$ cat src/rtl/arb_pkg.sv
package arb_pkg;
  typedef enum logic [1:0] {
    PARK_LAST  = 2'd0,
    PARK_FIXED = 2'd1,
    PARK_NONE  = 2'd2,
    PARK_NONE3 = 2'd3
  } park_mode_e;
endpackage

$ cat src/rtl/rr_pick.sv
module rr_pick #(
  parameter int W  = 8,
  parameter int PW = (W > 1) ? $clog2(W) : 1
) (
  input  logic [W-1:0]  vec_i,
  input  logic [PW-1:0] ptr_i,
  output logic          found_o,
  output logic [PW-1:0] idx_o
);
  int j;
  // scan from highest offset down so the nearest match to ptr_i wins
  always_comb begin
    found_o = 1'b0;
    idx_o   = '0;
    j       = 0;
    for (int i = W - 1; i >= 0; i--) begin
      j = int'(ptr_i) + i;
      if (j >= W) j = j - W;
      if (vec_i[j]) begin
        found_o = 1'b1;
        idx_o   = PW'(j);
      end
    end
  end
endmodule

$ cat src/rtl/park_sel.sv
module park_sel #(
  parameter int N_REQ = 7,
  parameter int IW    = $clog2(N_REQ)
) (
  input  arb_pkg::park_mode_e mode_i,
  input  logic [IW-1:0]       last_i,
  input  logic [IW-1:0]       fix_i,
  input  logic [N_REQ-1:0]    en_i,
  output logic                vld_o,
  output logic [IW-1:0]       idx_o
);
  import arb_pkg::*;
  always_comb begin
    vld_o = 1'b0;
    idx_o = '0;
    unique case (mode_i)
      PARK_LAST: begin
        idx_o = last_i;
        vld_o = en_i[last_i];
      end
      PARK_FIXED: begin
        idx_o = fix_i;
        vld_o = (int'(fix_i) < N_REQ) && en_i[fix_i];
      end
      default: ;
    endcase
  end
endmodule

$ cat src/rtl/prio_bus_arb.sv
module prio_bus_arb #(
  parameter int N_FIXED = 4,
  parameter int N_OPT   = 3,
  localparam int N_REQ  = N_FIXED + N_OPT,
  localparam int IW     = $clog2(N_REQ),
  localparam int HW     = $clog2(N_REQ + 1)
) (
  input  logic             clk_i,
  input  logic             rst_ni,
  input  logic [N_REQ-1:0] req_i,
  input  logic [N_OPT-1:0] opt_en_i,
  input  logic [N_REQ-1:0] hi_prio_i,
  input  logic [1:0]       park_mode_i,
  input  logic [IW-1:0]    park_idx_i,
  output logic [N_REQ-1:0] gnt_o
);
  import arb_pkg::*;

  logic [N_REQ-1:0] en_mask, eff_req;
  logic [N_REQ:0]   hi_vec;
  logic             hi_found, lo_found, use_lo, hold;
  logic [HW-1:0]    hi_win, hp_q, hp_d;
  logic [IW-1:0]    lo_win, lp_q, lp_d;
  logic [IW-1:0]    own_q, own_d, last_q, last_d, pk_idx;
  logic             vld_q, vld_d, pk_vld;

  assign en_mask = {opt_en_i, {N_FIXED{1'b1}}};
  assign eff_req = req_i & en_mask;
  assign hi_vec  = {|(eff_req & ~hi_prio_i), eff_req & hi_prio_i};
  assign hold    = vld_q && eff_req[own_q];

  rr_pick #(.W(N_REQ + 1), .PW(HW)) u_hi (
    .vec_i(hi_vec), .ptr_i(hp_q), .found_o(hi_found), .idx_o(hi_win)
  );

  rr_pick #(.W(N_REQ), .PW(IW)) u_lo (
    .vec_i(eff_req & ~hi_prio_i), .ptr_i(lp_q), .found_o(lo_found), .idx_o(lo_win)
  );

  park_sel #(.N_REQ(N_REQ), .IW(IW)) u_park (
    .mode_i(park_mode_e'(park_mode_i)), .last_i(last_q), .fix_i(park_idx_i),
    .en_i(en_mask), .vld_o(pk_vld), .idx_o(pk_idx)
  );

  assign use_lo = (hi_win == HW'(N_REQ)) && lo_found;

  always_comb begin
    own_d  = own_q;
    vld_d  = vld_q;
    hp_d   = hp_q;
    lp_d   = lp_q;
    last_d = last_q;
    if (!hold) begin
      if (hi_found) begin
        vld_d = 1'b1;
        hp_d  = (hi_win == HW'(N_REQ)) ? '0 : hi_win + 1'b1;
        if (use_lo) begin
          own_d = lo_win;
          lp_d  = (lo_win == IW'(N_REQ - 1)) ? '0 : lo_win + 1'b1;
        end else begin
          own_d = IW'(hi_win);
        end
        last_d = own_d;
      end else begin
        vld_d = pk_vld;
        own_d = pk_idx;
      end
    end
  end

  always_ff @(posedge clk_i or negedge rst_ni) begin
    if (!rst_ni) begin
      own_q  <= '0;
      vld_q  <= 1'b0;
      hp_q   <= '0;
      lp_q   <= '0;
      last_q <= '0;
    end else begin
      own_q  <= own_d;
      vld_q  <= vld_d;
      hp_q   <= hp_d;
      lp_q   <= lp_d;
      last_q <= last_d;
    end
  end

  for (genvar g = 0; g < N_REQ; g++) begin : g_gnt
    assign gnt_o[g] = vld_q && (own_q == IW'(g));
  end
endmodule

$ cat config.mk
export PLATFORM = sky130hd
export DESIGN_NAME = prio_bus_arb
export DESIGN_NICKNAME = d
export VERILOG_FILES = /design/src/rtl/arb_pkg.sv /design/src/rtl/rr_pick.sv /design/src/rtl/park_sel.sv /design/src/rtl/prio_bus_arb.sv
export SDC_FILE = /design/constraint.sdc
export NUM_CORES = 1
export LEC_CHECK = 0
export ABC_AREA = 0
export ABC_CLOCK_PERIOD_IN_PS = 9100
export BUFFER_PORTS_ARGS = -buffer_cell sky130_fd_sc_hd__buf_2
export CAP_MARGIN = 20
export CORE_MARGIN = 4
export CORE_UTILIZATION = 55
export CTS_BUF_LIST = sky130_fd_sc_hd__clkbuf_2 sky130_fd_sc_hd__clkbuf_4 sky130_fd_sc_hd__clkbuf_8
export CTS_CLUSTER_DIAMETER = 120
export DETAILED_ROUTE_END_ITERATION = 6
export GPL_TIMING_DRIVEN = 0
export HOLD_SLACK_MARGIN = 0.15
export PLACE_DENSITY = 0.75
export SLEW_MARGIN = 20
export SYNTH_ARGS = -nofsm -noshare
export SYNTH_HDL_FRONTEND = slang
export SYNTH_SLANG_ARGS = --single-unit
$ cat constraint.sdc
create_clock -name clk_i -period 9.1 [get_ports clk_i]
set_input_delay 0.91 -clock clk_i [delete_from_list [all_inputs] [get_ports clk_i]]
set_output_delay 0.91 -clock clk_i [all_outputs]
set_load 0.01 [all_outputs]
==> flow_summary.rst <==
.. list-table::
   :header-rows: 1

   * - Metric
     - Value
   * - Outcome
     - completed
   * - Area added between synthesis and finish
     - 8.66%
   * - Mux share of post-synthesis cell area
     - between 10% and 20%
   * - Number of gates given a new drive strength after cts
     - 0
   * - Post-synthesis adder-cell area fraction
     - under 10%
   * - Clock Latency Late Sink
     - between 0.2 and 0.3 ns
   * - Fin. max-slew vios
     - 0
   * - Number of synthesis warnings
     - 0
   * - Most used flip-flop cell after synthesis
     - dfrtp_1
   * - Highest-delay cell along the critical path
     - clkbuf_1
   * - Unrepaired setup endpoints after global routing
     - no
   * - EDFF count, synth
     - 0
   * - Net count after synthesis
     - 462
   * - Number of unique standard cell types used by synthesis
     - 93
   * - Die outline area
     - ~7400 um2
   * - Setup skew after layout
     - between 0.005 and 0.006 ns
   * - Maximum Capacitance Violations
     - 0
   * - CORE AREA
     - 5920 um2
   * - Minimum clock period after layout
     - between 4 and 5 ns
   * - All-Layer GR Usage
     - between 20% and 30%
   * - Number of buffer cells added on primary ports
     - 30
   * - Worst setup path category
     - flip-flop to flip-flop
   * - Delay of the slowest cell on the worst path
     - approximately 0.42 ns
   * - Cell area after synthesis
     - 3350 um2
   * - Tightest slew margin relative to the limit
     - 46.9%
   * - Async set-reset flop share out of synthesis
     - between 90% and 100%
   * - Mean instance size in the synthesized netlist
     - between 7 and 8 um2
   * - Destination of the critical timing path
     - lp_q[1]
   * - Nets
     - approximately 500
   * - Library cell with the largest summed area after synthesis
     - dfrtp_1
   * - Number of diodes added for antenna fixing
     - 0
   * - Final Hold Fails
     - 0
   * - Sinks on the clock net
     - 13
   * - Total DRC errors in the routed layout
     - 0
   * - Gate count after technology mapping
     - about 420
   * - Layout cell share with drive strength beyond 1
     - 20.6%
   * - Period utilization
     - roughly half
   * - Maximum level of the CTS H-tree
     - 1
   * - Sum of negative setup slack
     - 0 ns
   * - Synth Area in Compound Gates
     - about a third
   * - Pin count of the biggest net entering global routing
     - 14
   * - Half-perimeter wire length after detailed placement
     - between 8000 and 9000 um
   * - ANT nets after route
     - 0
   * - Number of global-route vias before repair
     - 3365
   * - Io pins
     - 31
   * - Worst endpoint required time
     - 9.22 ns
   * - Dominant cell by count in the synthesized netlist
     - nor2_1
   * - Total iterations of the first detailed-routing run
     - 5
   * - Clk slew on worst S/H paths
     - approximately 0.060 ns
   * - Final setup violating endpoints
     - 0
   * - Starting utilization of the core area
     - between 50% and 60%
   * - Startpoint of the worst setup timing path
     - hp_q[0]
   * - Clock tree from TritonCTS
     - built
   * - Num CTS Buffers
     - 3
   * - Seq/Total Area, Yosys
     - under 10%
   * - Number of buffers inserted to repair setup after CTS
     - 0
   * - Worst Tran Pin Value
     - slightly below 0.8 ns
   * - Worst hold path class
     - primary input to asynchronous set/reset pin
   * - Root buffer selected by CTS
     - clkbuf_8
   * - Placer Congestion
     - around 0.94
   * - Xor-xnor portion of the synthesized cell area
     - 4.70%
   * - Worst setup EP type
     - flip-flop
   * - Average vias per placed instance
     - ~6.7
   * - Most common library cells after synthesis
     - nor2_1 (48), nand2_1 (28), mux2i_1 (27), a21oi_1 (21), o21ai_0 (19)
   * - Dominant combinational cell family by area after synthesis
     - compound AO/OA/AOI/OAI gates
   * - Critical path startpoint category
     - flip-flop
   * - Number of violations reported at the end of detailed-routing iteration 0
     - approximately 280
   * - Reg-to-reg endpoint
     - lp_q[1]
   * - Ordered list of cells on the worst path
     - buf_2 > buf_2 > inv_2 > ha_1 > clkbuf_1 > clkbuf_1 > mux2i_1 > nor2_1 > o31ai_1 > a31o_2 > o221a_1 > ha_1 > o41ai_4 > or2_1 > buf_4 > o21bai_2 > a2bb2oi_2
   * - Count of hold buffers inserted by post-cts repair
     - 0
   * - Number of buffers between clock root and the deepest sink
     - 2
   * - Count of vias placed by the detailed router
     - 3539
   * - Slack of the worst reg-to-reg path
     - between 4 and 5 ns
   * - Highest achievable clock rate
     - between 200 and 250 MHz
   * - Average routed wire per standard cell
     - between 15 and 20 um
   * - Initial antenna violation count
     - 0
   * - # rows
     - 28
   * - Share of the synthesized area in the top cell type
     - 9.71%
   * - First-pass GRT wire length
     - around 17000 um
   * - Largest cells by area after synthesis
     - dfrtp_1 (9.7%), mux2i_1 (8.1%), mux4_2 (6.7%)
   * - Reg2reg path depth
     - 17
   * - Total congestion overflow
     - 0
   * - Y dimension of the die
     - approximately 86 um
   * - Number of register bits inferred by synthesis
     - 13
   * - Simple-Gate Fraction of Synth Area
     - between 20% and 30%
   * - DIE WIDTH
     - about 86 um
   * - Critical R2R Launch
     - hp_q[0]
   * - Worst path arrival time
     - between 4 and 5 ns
   * - Final wirelength
     - between 9000 and 10000 um
   * - Max FO, Critical Path
     - 10
-- registers in the layout (all words and copies together), names as in the netlist --
register,flops
vld_q,1
own_q,3
hp_q,3
last_q,3
lp_q,3
-- final cells by class --
cell class / count / area [um2]
Clock buffer: 3 / 41.3
Timing Repair Buffer: 30 / 150
Multi-Input combinational cell: 368 / 2820
Sequential cell: 13 / 325
Inverter: 19 / 71.3
Clock inverter: 1 / 5.00
Fill cell: 568 / 2280
Buffer: 22 / 136
Tap cell: 75 / 93.8
-- worst min-delay path by stage --
| stage | endpoint | slack (ns) | cells past startpoint |
|---|---|---|---|
| 5_1_grt | last_q[1] | 0.56 | 1 |
| 3_5_place_dp | last_q[1] | 0.53 | 2 |
| 4_1_cts | last_q[1] | 0.54 | 2 |
| 3_3_place_gp | last_q[1] | 0.53 | 2 |
| 6_report | own_q[0] | 0.54 | 1 |
| 2_1_floorplan | last_q[1] | 0.49 | 2 |
-- critical path, delay by kind of cell, from the launching register on --
kind	cells	cell delay (ns)
simple gates	2	0.31
buf+inv	6	1.55
mux	1	0.34
compound gates	6	1.19
fa+ha+maj	2	0.57
flops	1	0.37
-- cell families after synthesis --
group,count (synthesis)
adders and majority gates,16
AOI/OAI and AO/OA,141
buffers and inverters,41
DFF,13
muxes,44
xor gates and xnor gates,15
and+or+nand+nor,152
-- per-layer routing --
| layer | vias up | GRT usage, % | part of all wire (%) |
|---|---|---|---|
| li1 | 1693 | - | - |
| met1 | 1666 | 36.1 | 41 |
| met2 | 142 | 48.4 | 50 |
| met3 | 38 | 2.59 | 5.5 |
| met4 | 0 | 10.6 | 3.9 |
| met5 | - | 0 | 0 |
-- placed cells by master, fill, tap and decap left out, drive strengths merged, types with 5 or more instances in the layout --
cell and instances:
a211oi 6, a21oi 22, a221oi 7, a31oi 5, and3b 6, buf 43, clkbuf 12, dfrtp 13
ha 15, inv 18, mux2 6, mux2i 28, mux4 10, nand2 28, nand2b 8, nand3 8
nand3b 7, nor2 50, nor3 11, o211ai 6, o21a 5, o21ai 30, o21bai 5, o31ai 6
or2 7, xnor2 8, xor2 7
-- per-stage QoR --
stage / worst slack [ns] / utilization, % / hold slack [ns] / area [um2] / std cells
floorplan: 5.23 / - / 0.494 / 3350 / 422
global placement: 4.49 / 60.7 / 0.532 / 3600 / 527
detailed placement: 4.45 / 60.7 / 0.531 / 3600 / 527
CTS: 4.65 / 61.5 / 0.545 / 3640 / 531
global route: 4.19 / 61.5 / 0.564 / 3640 / 531
finish: 4.63 / 61.5 / 0.543 / 3640 / 531
Power is not shown: default switching activity piles up to over one toggle a cycle in this logic, so the estimate is an artifact.
